==> src/rtl/mm_pkg.sv <==
package mm_pkg;

    // Sample pair {first, second}
    typedef enum logic [1:0] {
        PAIR_LOW  = 2'b00,
        PAIR_RISE = 2'b01,
        PAIR_FALL = 2'b10,
        PAIR_HIGH = 2'b11
    } pair_e;

    typedef struct packed {
        logic value;
        logic err;
    } decision_t;

    function automatic pair_e make_pair(logic first, logic second);
        return pair_e'({first, second});
    endfunction

    // Combine sample pair with the previous good bit.
    function automatic decision_t decide(pair_e p, logic prev_bit);
        decision_t d;
        d.value = 1'b0;
        d.err   = 1'b0;
        case (p)
            PAIR_FALL: d.value = 1'b1;
            PAIR_RISE: d.value = 1'b0;
            PAIR_HIGH: d.err   = ~prev_bit;
            default:   d.err   = 1'b1;
        endcase
        return d;
    endfunction

endpackage

==> src/rtl/mm_edge_det.sv <==
module mm_edge_det (
    input  logic clk,
    input  logic rst,
    input  logic line_in,
    output logic fall
);
    logic line_q;

    always_ff @(posedge clk) begin
        if (rst) line_q <= 1'b1;
        else     line_q <= line_in;
    end

    assign fall = line_q & ~line_in;

endmodule

==> src/rtl/mm_bit_timer.sv <==
module mm_bit_timer #(
    parameter int WIN = 94,
    parameter int S1  = 24,
    parameter int S2  = 67,
    parameter int TOL = 4
) (
    input  logic clk,
    input  logic rst,
    input  logic frame_start,
    input  logic fall,
    output logic samp1,
    output logic samp2
);
    localparam int CW = $clog2(WIN);
    localparam logic [CW-1:0] LAST_L = CW'(WIN - 1);
    localparam logic [CW-1:0] HALF_L = CW'(WIN / 2);
    localparam logic [CW-1:0] TOL_L  = CW'(TOL);
    localparam logic [CW-1:0] WRAP_L = CW'(WIN - TOL);
    localparam logic [CW-1:0] S1_L   = CW'(S1);
    localparam logic [CW-1:0] S2_L   = CW'(S2);
    localparam logic [CW-1:0] ONE_L  = CW'(1);

    logic [CW-1:0] cnt_q, cnt_d;
    logic          active_q;
    logic          near_start, near_mid;

    assign near_start = (cnt_q <= TOL_L) || (cnt_q >= WRAP_L);
    assign near_mid   = (cnt_q >= HALF_L - TOL_L) && (cnt_q <= HALF_L + TOL_L);

    always_comb begin
        cnt_d = cnt_q;
        if (frame_start)
            cnt_d = '0;
        else if (active_q) begin
            if (fall && near_start)
                cnt_d = ONE_L;
            else if (fall && near_mid)
                cnt_d = HALF_L + ONE_L;
            else if (cnt_q == LAST_L)
                cnt_d = '0;
            else
                cnt_d = cnt_q + ONE_L;
        end
    end

    always_ff @(posedge clk) begin
        if (rst) begin
            cnt_q    <= '0;
            active_q <= 1'b0;
        end else begin
            cnt_q <= cnt_d;
            if (frame_start) active_q <= 1'b1;
        end
    end

    assign samp1 = active_q && (cnt_q == S1_L);
    assign samp2 = active_q && (cnt_q == S2_L);

    assert_frame_restart_R2: assert property (@(posedge clk) disable iff (rst)
        frame_start |=> (active_q && cnt_q == '0));

    assert_cnt_bound_R2: assert property (@(posedge clk) disable iff (rst)
        active_q |-> (cnt_q <= LAST_L));

    assert_mid_resync_R10: assert property (@(posedge clk) disable iff (rst)
        (active_q && !frame_start && fall && near_mid && !near_start) |=> (cnt_q == HALF_L + ONE_L));

endmodule

==> src/rtl/mm_sampler.sv <==
module mm_sampler
    import mm_pkg::*;
(
    input  logic  clk,
    input  logic  rst,
    input  logic  line_in,
    input  logic  samp1,
    input  logic  samp2,
    output pair_e pair,
    output logic  pair_stb
);
    logic s1_q;

    always_ff @(posedge clk) begin
        if (rst)        s1_q <= 1'b1;
        else if (samp1) s1_q <= line_in;
    end

    assign pair     = make_pair(s1_q, line_in);
    assign pair_stb = samp2;

endmodule

==> src/rtl/mm_history.sv <==
module mm_history
    import mm_pkg::*;
(
    input  logic  clk,
    input  logic  rst,
    input  logic  frame_start,
    input  logic  pair_stb,
    input  pair_e pair,
    output logic  bit_valid,
    output logic  bit_val,
    output logic  bit_err
);
    logic      prev_q, valid_q, bit_q, err_q;
    decision_t dec;

    assign dec = decide(pair, prev_q);

    always_ff @(posedge clk) begin
        if (rst || frame_start) begin
            prev_q  <= 1'b0;
            valid_q <= 1'b0;
            bit_q   <= 1'b0;
            err_q   <= 1'b0;
        end else if (pair_stb) begin
            valid_q <= 1'b1;
            bit_q   <= dec.value;
            err_q   <= dec.err;
            if (!dec.err) prev_q <= dec.value;
        end else begin
            valid_q <= 1'b0;
            err_q   <= 1'b0;
        end
    end

    assign bit_valid = valid_q;
    assign bit_val   = bit_q;
    assign bit_err   = err_q;

    assert_valid_pulse_R11: assert property (@(posedge clk) disable iff (rst)
        valid_q |=> !valid_q);

    assert_err_with_valid_R11: assert property (@(posedge clk) disable iff (rst)
        err_q |-> valid_q);

    assert_err_zero_bit_R6: assert property (@(posedge clk) disable iff (rst)
        err_q |-> !bit_q);

    assert_prev_tracks_R8: assert property (@(posedge clk) disable iff (rst)
        (valid_q && !err_q) |-> (prev_q == bit_q));

    assert_high_needs_one_R5: assert property (@(posedge clk) disable iff (rst)
        (!frame_start && pair_stb && pair == PAIR_HIGH && !prev_q) |=> err_q);

    assert_frame_clears_R9: assert property (@(posedge clk) disable iff (rst)
        frame_start |=> (!prev_q && !valid_q));

endmodule

==> src/rtl/mm_decoder.sv <==
module mm_decoder
    import mm_pkg::*;
#(
    parameter int WIN = 94,
    parameter int S1  = 24,
    parameter int S2  = 67,
    parameter int TOL = 4
) (
    input  logic clk,
    input  logic rst,
    input  logic frame_start,
    input  logic line_in,
    output logic bit_valid,
    output logic bit_val,
    output logic bit_err
);
    logic  fall, samp1, samp2, pair_stb;
    pair_e pair;

    mm_edge_det u_edge (
        .clk     (clk),
        .rst     (rst),
        .line_in (line_in),
        .fall    (fall)
    );

    mm_bit_timer #(.WIN(WIN), .S1(S1), .S2(S2), .TOL(TOL)) u_timer (
        .clk         (clk),
        .rst         (rst),
        .frame_start (frame_start),
        .fall        (fall),
        .samp1       (samp1),
        .samp2       (samp2)
    );

    mm_sampler u_samp (
        .clk      (clk),
        .rst      (rst),
        .line_in  (line_in),
        .samp1    (samp1),
        .samp2    (samp2),
        .pair     (pair),
        .pair_stb (pair_stb)
    );

    mm_history u_hist (
        .clk         (clk),
        .rst         (rst),
        .frame_start (frame_start),
        .pair_stb    (pair_stb),
        .pair        (pair),
        .bit_valid   (bit_valid),
        .bit_val     (bit_val),
        .bit_err     (bit_err)
    );

endmodule

==> config.mk <==
export PLATFORM = sky130hd
export DESIGN_NAME = mm_decoder
export DESIGN_NICKNAME = d
export VERILOG_FILES = /design/src/rtl/mm_pkg.sv /design/src/rtl/mm_edge_det.sv /design/src/rtl/mm_bit_timer.sv /design/src/rtl/mm_sampler.sv /design/src/rtl/mm_history.sv /design/src/rtl/mm_decoder.sv
export SDC_FILE = /design/constraint.sdc
export NUM_CORES = 1
export LEC_CHECK = 0
export BUFFER_PORTS_ARGS = -buffer_cell sky130_fd_sc_hd__buf_2
export CAP_MARGIN = 20
export CORE_MARGIN = 3
export CORE_UTILIZATION = 45
export DETAILED_ROUTE_END_ITERATION = 10
export SLEW_MARGIN = 0
export SYNTH_ARGS = -nofsm -noshare
export SYNTH_HDL_FRONTEND = slang
export SYNTH_SLANG_ARGS = --single-unit
export TNS_END_PERCENT = 30
==> constraint.sdc <==
create_clock -name clk -period 2.6 [get_ports clk]
set_clock_uncertainty 0.2 [all_clocks]
set_input_delay 0.52 -clock clk [delete_from_list [all_inputs] [get_ports clk]]
set_output_delay 0.52 -clock clk [all_outputs]
set_load 0.01 [all_outputs]
; Yosys cells after proc, flatten, opt, wreduce, memory -nomap -nowiden
; Cells that the tools add are included.
[totals]
reg_bits = 14
inputBits = 4
output_inout_bits = 3
[classes]
n_addsub = 1
magnitude_cmp = 4
n_eq_ne = 6
muxes = 6
n_bitwise = 5
reduce_logical = 11
[op_table]
columns = cell, count
row1 = 7-bit 2-to-1 mux, 3
row2 = "7-bit == test, second input constant", 2
row3 = "7-bit by 1-bit adder with 7-bit output, second input constant", 1
row4 = "7-bit by 5-bit == test with 1-bit output, second input constant", 1
row5 = "7-bit by 6-bit >= comparator with 1-bit output, second input constant", 1
row6 = "7-bit >= comparator, second input constant", 1
row7 = "7-bit by 3-bit less-or-equal comparator with 1-bit output, second input constant", 1
row8 = "7-bit by 6-bit less-or-equal comparator with 1-bit output, second input constant", 1
row9 = 2-bit OR reduction, 3
row10 = 1-bit logical AND, 5
row11 = "2-bit == test, second input constant", 2
row12 = 1-bit inverter, 4
row13 = "2-bit by 1-bit == test with 1-bit output, second input constant", 1
row14 = 1-bit logical OR, 2
row15 = 1-bit 2-to-1 mux, 2
row16 = 1-bit case mux with 2 select lines, 1
row17 = 2-bit AND reduction, 1
row18 = 1-bit bitwise AND, 1

; Longest topological paths before layout
[depth]
depth_word = 5
mapped_depth = 7
ltp_nobuf = 7

; Hierarchy
; A second synthesis with hierarchy kept.
[unflattened]
cells_unflattened = 111
hier_area_um2 = 913.4
[modules_own_cells]
columns = module, n_inst, cells_per_inst, area_each_um2, seq_area_each_um2
row1 = mm_bit_timer, 1, 83, 639.4, 160.2
row2 = mm_history, 1, 19, 181.4, 80.1
row3 = mm_sampler, 1, 6, 57.6, 20.0
row4 = mm_edge_det, 1, 3, 35.0, 20.0

; Worst setup path after synthesis
; OpenSTA, ideal clock, no wires.
[synth_timing]
kind = register to register
startpoint = register u_timer.cnt_q[0]
endpoint = register u_timer.cnt_q[3]
setup_ns = 0.130
arrival_time_ns = 1.431
required_time_ns = 2.270
path_slack_ns = 0.839
path_stages_with_launch = 8
n_path_buf = 0
path_cell_list = dfxtp_1 -> inv_1 -> ha_1 -> inv_1 -> a2111oi_1 -> o21ai_2 -> a41oi_1 -> nor3_2
[synth_between]
elab_chain_len = 5
elab_cells_between_ends = 13
classes_between = add/sub (1) / order compare (4) / eq/ne (1) / mux (3) / reduce/logical (4)
[synth_rtl]
columns = element, line
row1 = from (decl), mm_bit_timer.sv:23  ; logic [CW-1:0] cnt_q, cnt_d;
row2 = from (signal assigned), mm_bit_timer.sv:51  ; cnt_q <= cnt_d;
row3 = 7-bit by 6-bit >= comparator with 1-bit output / 7-bit by 6-bit less-or-equal comparator with 1-bit output (equally long branches), mm_bit_timer.sv:28  ; assign near_mid = (cnt_q >= HALF_L - TOL_L) && (cnt_q <= HALF_L + TOL_L);
row4 = 1-bit logical AND, mm_bit_timer.sv:28
row5 = 1-bit logical AND, mm_bit_timer.sv:37  ; else if (fall && near_mid)
row6 = 7-bit 2-to-1 mux, mm_bit_timer.sv:37
row7 = 7-bit 2-to-1 mux (*), mm_bit_timer.sv:35  ; if (fall && near_start)
; Mark *: on every way between the ends. The rest lies on a longest branch, timed or not.
; A chain may end at the register's enable or synchronous reset.

; Final worst setup path
; Ends and elaborated chain as after synthesis.

==> metrics.txt <==
outcome complete, no violations; Worst R2R Path Depth 7; Clock power frac 39.0%; register area share after synthesis 32.94%; XOR/XNOR share of the synthesized area 1.029%; post-synth top area cell dfxtp_1; Adder-Cell Fraction of Synth Area 7.353%; DR iter-0 viols 7; dpl ws 659.7 ps; fin crit period 1926 ps; Max-Cap Viols 0; DP Wirelength 1171 µm; row count 15; Worst slew margin 71.93%; Least-Margin Pin Slew 420.1 ps; # IOs 7; WP data required 2570 ps; Simple-Gate Fraction of Synth Area 32.50%; Multi-input gate area 528.0 µm²; Critical Path End Type register; initial antenna violation count 0; HP Class input port to register; async set or reset register ratio after synthesis 0%; layout cells sized above 1 16.04%; setup ws final 673.5 ps; Synth Area per Inst 8.424 µm²; most frequent cells in the layout dfxtp_1, nor2_1, a21oi_1, buf_2; Clock Latency Late Sink 280 ps; RSZ-0062 raised after global routing no; final WL 1590 µm; most area-consuming cells after synthesis dfxtp_1, ha_1, nand2b_1, nor2b_1, a21oi_1; CTS Buffer Depth 2; fin crit share 74.09%; power per cell area 438.9 mW/mm²; highest clock rate 519.1 MHz; reg-to-reg startpoint u_timer.cnt_q[0]$_SDFFE_PP0P_; Syn Nets 110; ANT nets after route 0; crit path DAT 1900 ps; Switching Fraction 22.92%; Net Sw Power 0.00009302 W; Post-Layout Cell Count 131; main combinational cell family by area after synthesis simple AND/OR/NAND/NOR gates; DP Area 888.4 µm²; Post-Place Cells 127; post-synthesis mux area share 2.353%; initial core utilization 48.23%; DR WL/cell 12.14 µm; Placer Congestion 0.7334; CTS clk-pin slew, worst paths 90 ps; Worst Path Max Fanout 8; Area Overhead vs Synth 8.676%; Crit Path Class register to register; Vias per Instance 5.519; postcts setup bufs 0; FF+latch area 280.3 µm²; Hold Crit Start rst; Leak Pwr 0.3592 nW; Synth cell types 38; Synth Cell Area 850.8 µm²; IO buf count 6; Placeable Area 0.001764 mm²; DRT Pass-1 Iters 4; largest net degree at the start of global routing 12; post-synthesis cell count 101; first-pass GRT wire length 2746 µm; hold slack 233.2 ps; Sum Neg Setup Slack 0 ps; Combinational Power Share 6.3%; die span in y 49.48 µm; Slew Viols, Final 0; CTS Sinks 14; via count 723; most common cell after layout, fill and taps aside dfxtp_1; R2R Setup Slk 670 ps; DRC 0; Critical path origin u_timer.cnt_q[0]$_SDFFE_PP0P_; hold_buf cts 0; EDFF count, synth 0; Sequential Power Share 54.7%; crit start category register; post-cts resize count 0; Num CTS Buffers 3; Peak VDD IR 0.0002219 V; Final Cell Area 924.6 µm²; top-area cell type share of the netlist area 32.94%; Critical Path Sink u_timer.cnt_q[3]$_SDFFE_PP0P_; ant diodes 0; CTS tree yes; Final Hold Viols 0; Die Width 49.48 µm; post-synthesis compound-gate area fraction 18.82%; filler instances 189; Int Pwr 0.0003128 W; flops & latches, synth 14; nets 116; htree depth 1; Synth Warn # 0; number of global-route vias before repair 629; # setup viols final 0; Worst R2R End u_timer.cnt_q[3]$_SDFFE_PP0P_; Remaining Overflow, GRT 0; GRT Total Usage 14.22%; Root Driver clkbuf_4; Synth Flop Type dfxtp_1; die area 0.002448 mm²
## per-stage QoR
| stage | util (%) | total power, W |
|---|---|---|
| finish | 52.41 | 0.0004058 |
| global route | 52.41 | 0.0004265 |
| CTS | 52.41 | 0.0004133 |
| detailed placement | 50.35 | 0.0002528 |
| global placement | 50.35 | 0.0002524 |
| floorplan | - | 0.0002443 |
## Yosys cell counts (all sizes together) (4+ instances only)
cell type and instances:
nand2b 5, nand3 5, nor3 6, nor2 7, nand4 4, ha 5, nor2b 5, a21oi 6
dfxtp 14, o21ai 5, inv 5, buf 4
## layer usage
layer  vias up  wire, µm  GRT usage (%)
met5         -         0              0
met3         0        66          4.230
met2        11       758          22.32
li1        372         -              -
met4         0         0          5.991
met1       340       764          18.06
## kinds of logic after synthesis
kind of cell,count (synthesis)
AND/OR/NAND/NOR,47
XOR/XNOR,1
multiplexers,2
adder cells (fa/ha/maj),5
buffers and inverters,10
AO/OA/AOI/OAI,22
flip-flops,14
## registers in the layout, indices dropped and copies added (netlist names)
register / count
u_samp.s1_q: 1
u_hist.bit_err: 1
u_hist.prev_q: 1
u_edge.line_q: 1
u_hist.bit_val: 1
u_timer.cnt_q: 7
u_hist.bit_valid: 1
u_timer.active_q: 1
## worst min path at each step
stage                                     to  slack (ps)  cells past startpoint
5_1_grt        u_timer.active_q$_SDFFE_PP0P_         250                      2
3_3_place_gp     u_hist.bit_val$_SDFFE_PP0P_         270                      2
3_5_place_dp     u_hist.bit_val$_SDFFE_PP0P_         280                      2
2_1_floorplan     u_hist.prev_q$_SDFFE_PP0P_         270                      2
4_1_cts        u_timer.active_q$_SDFFE_PP0P_         220                      2
6_report       u_timer.active_q$_SDFFE_PP0P_         230                      2
## critical path, stage by stage, from the launching register on
cell and delay (ps):
dfxtp_1 380, inv_1 120, ha_1 160, inv_1 50, a2111oi_1 440, o21ai_2 190
a41oi_1 220, nor3_2 60
## layout make-up
| type | instances | area share, % |
|---|---|---|
| multi-input cells | 77 | 57.10 |
| flip-flops and latches | 14 | 30.31 |
| repair buffers | 6 | 3.248 |
| inverters | 5 | 2.030 |
| clock buffers | 4 | 3.924 |
| well taps | 25 | 3.383 |
## power by group through the flow
stage	Combinational, W	Sequential [W]	Clock [W]
2_1_floorplan	0.0000206	0.000224	0
3_3_place_gp	0.0000254	0.000227	0
3_5_place_dp	0.0000258	0.000227	0
4_1_cts	0.0000260	0.000222	0.000165
5_1_grt	0.0000296	0.000223	0.000174
6_report	0.0000255	0.000222	0.000158
(Power assumes the default switching activity.)
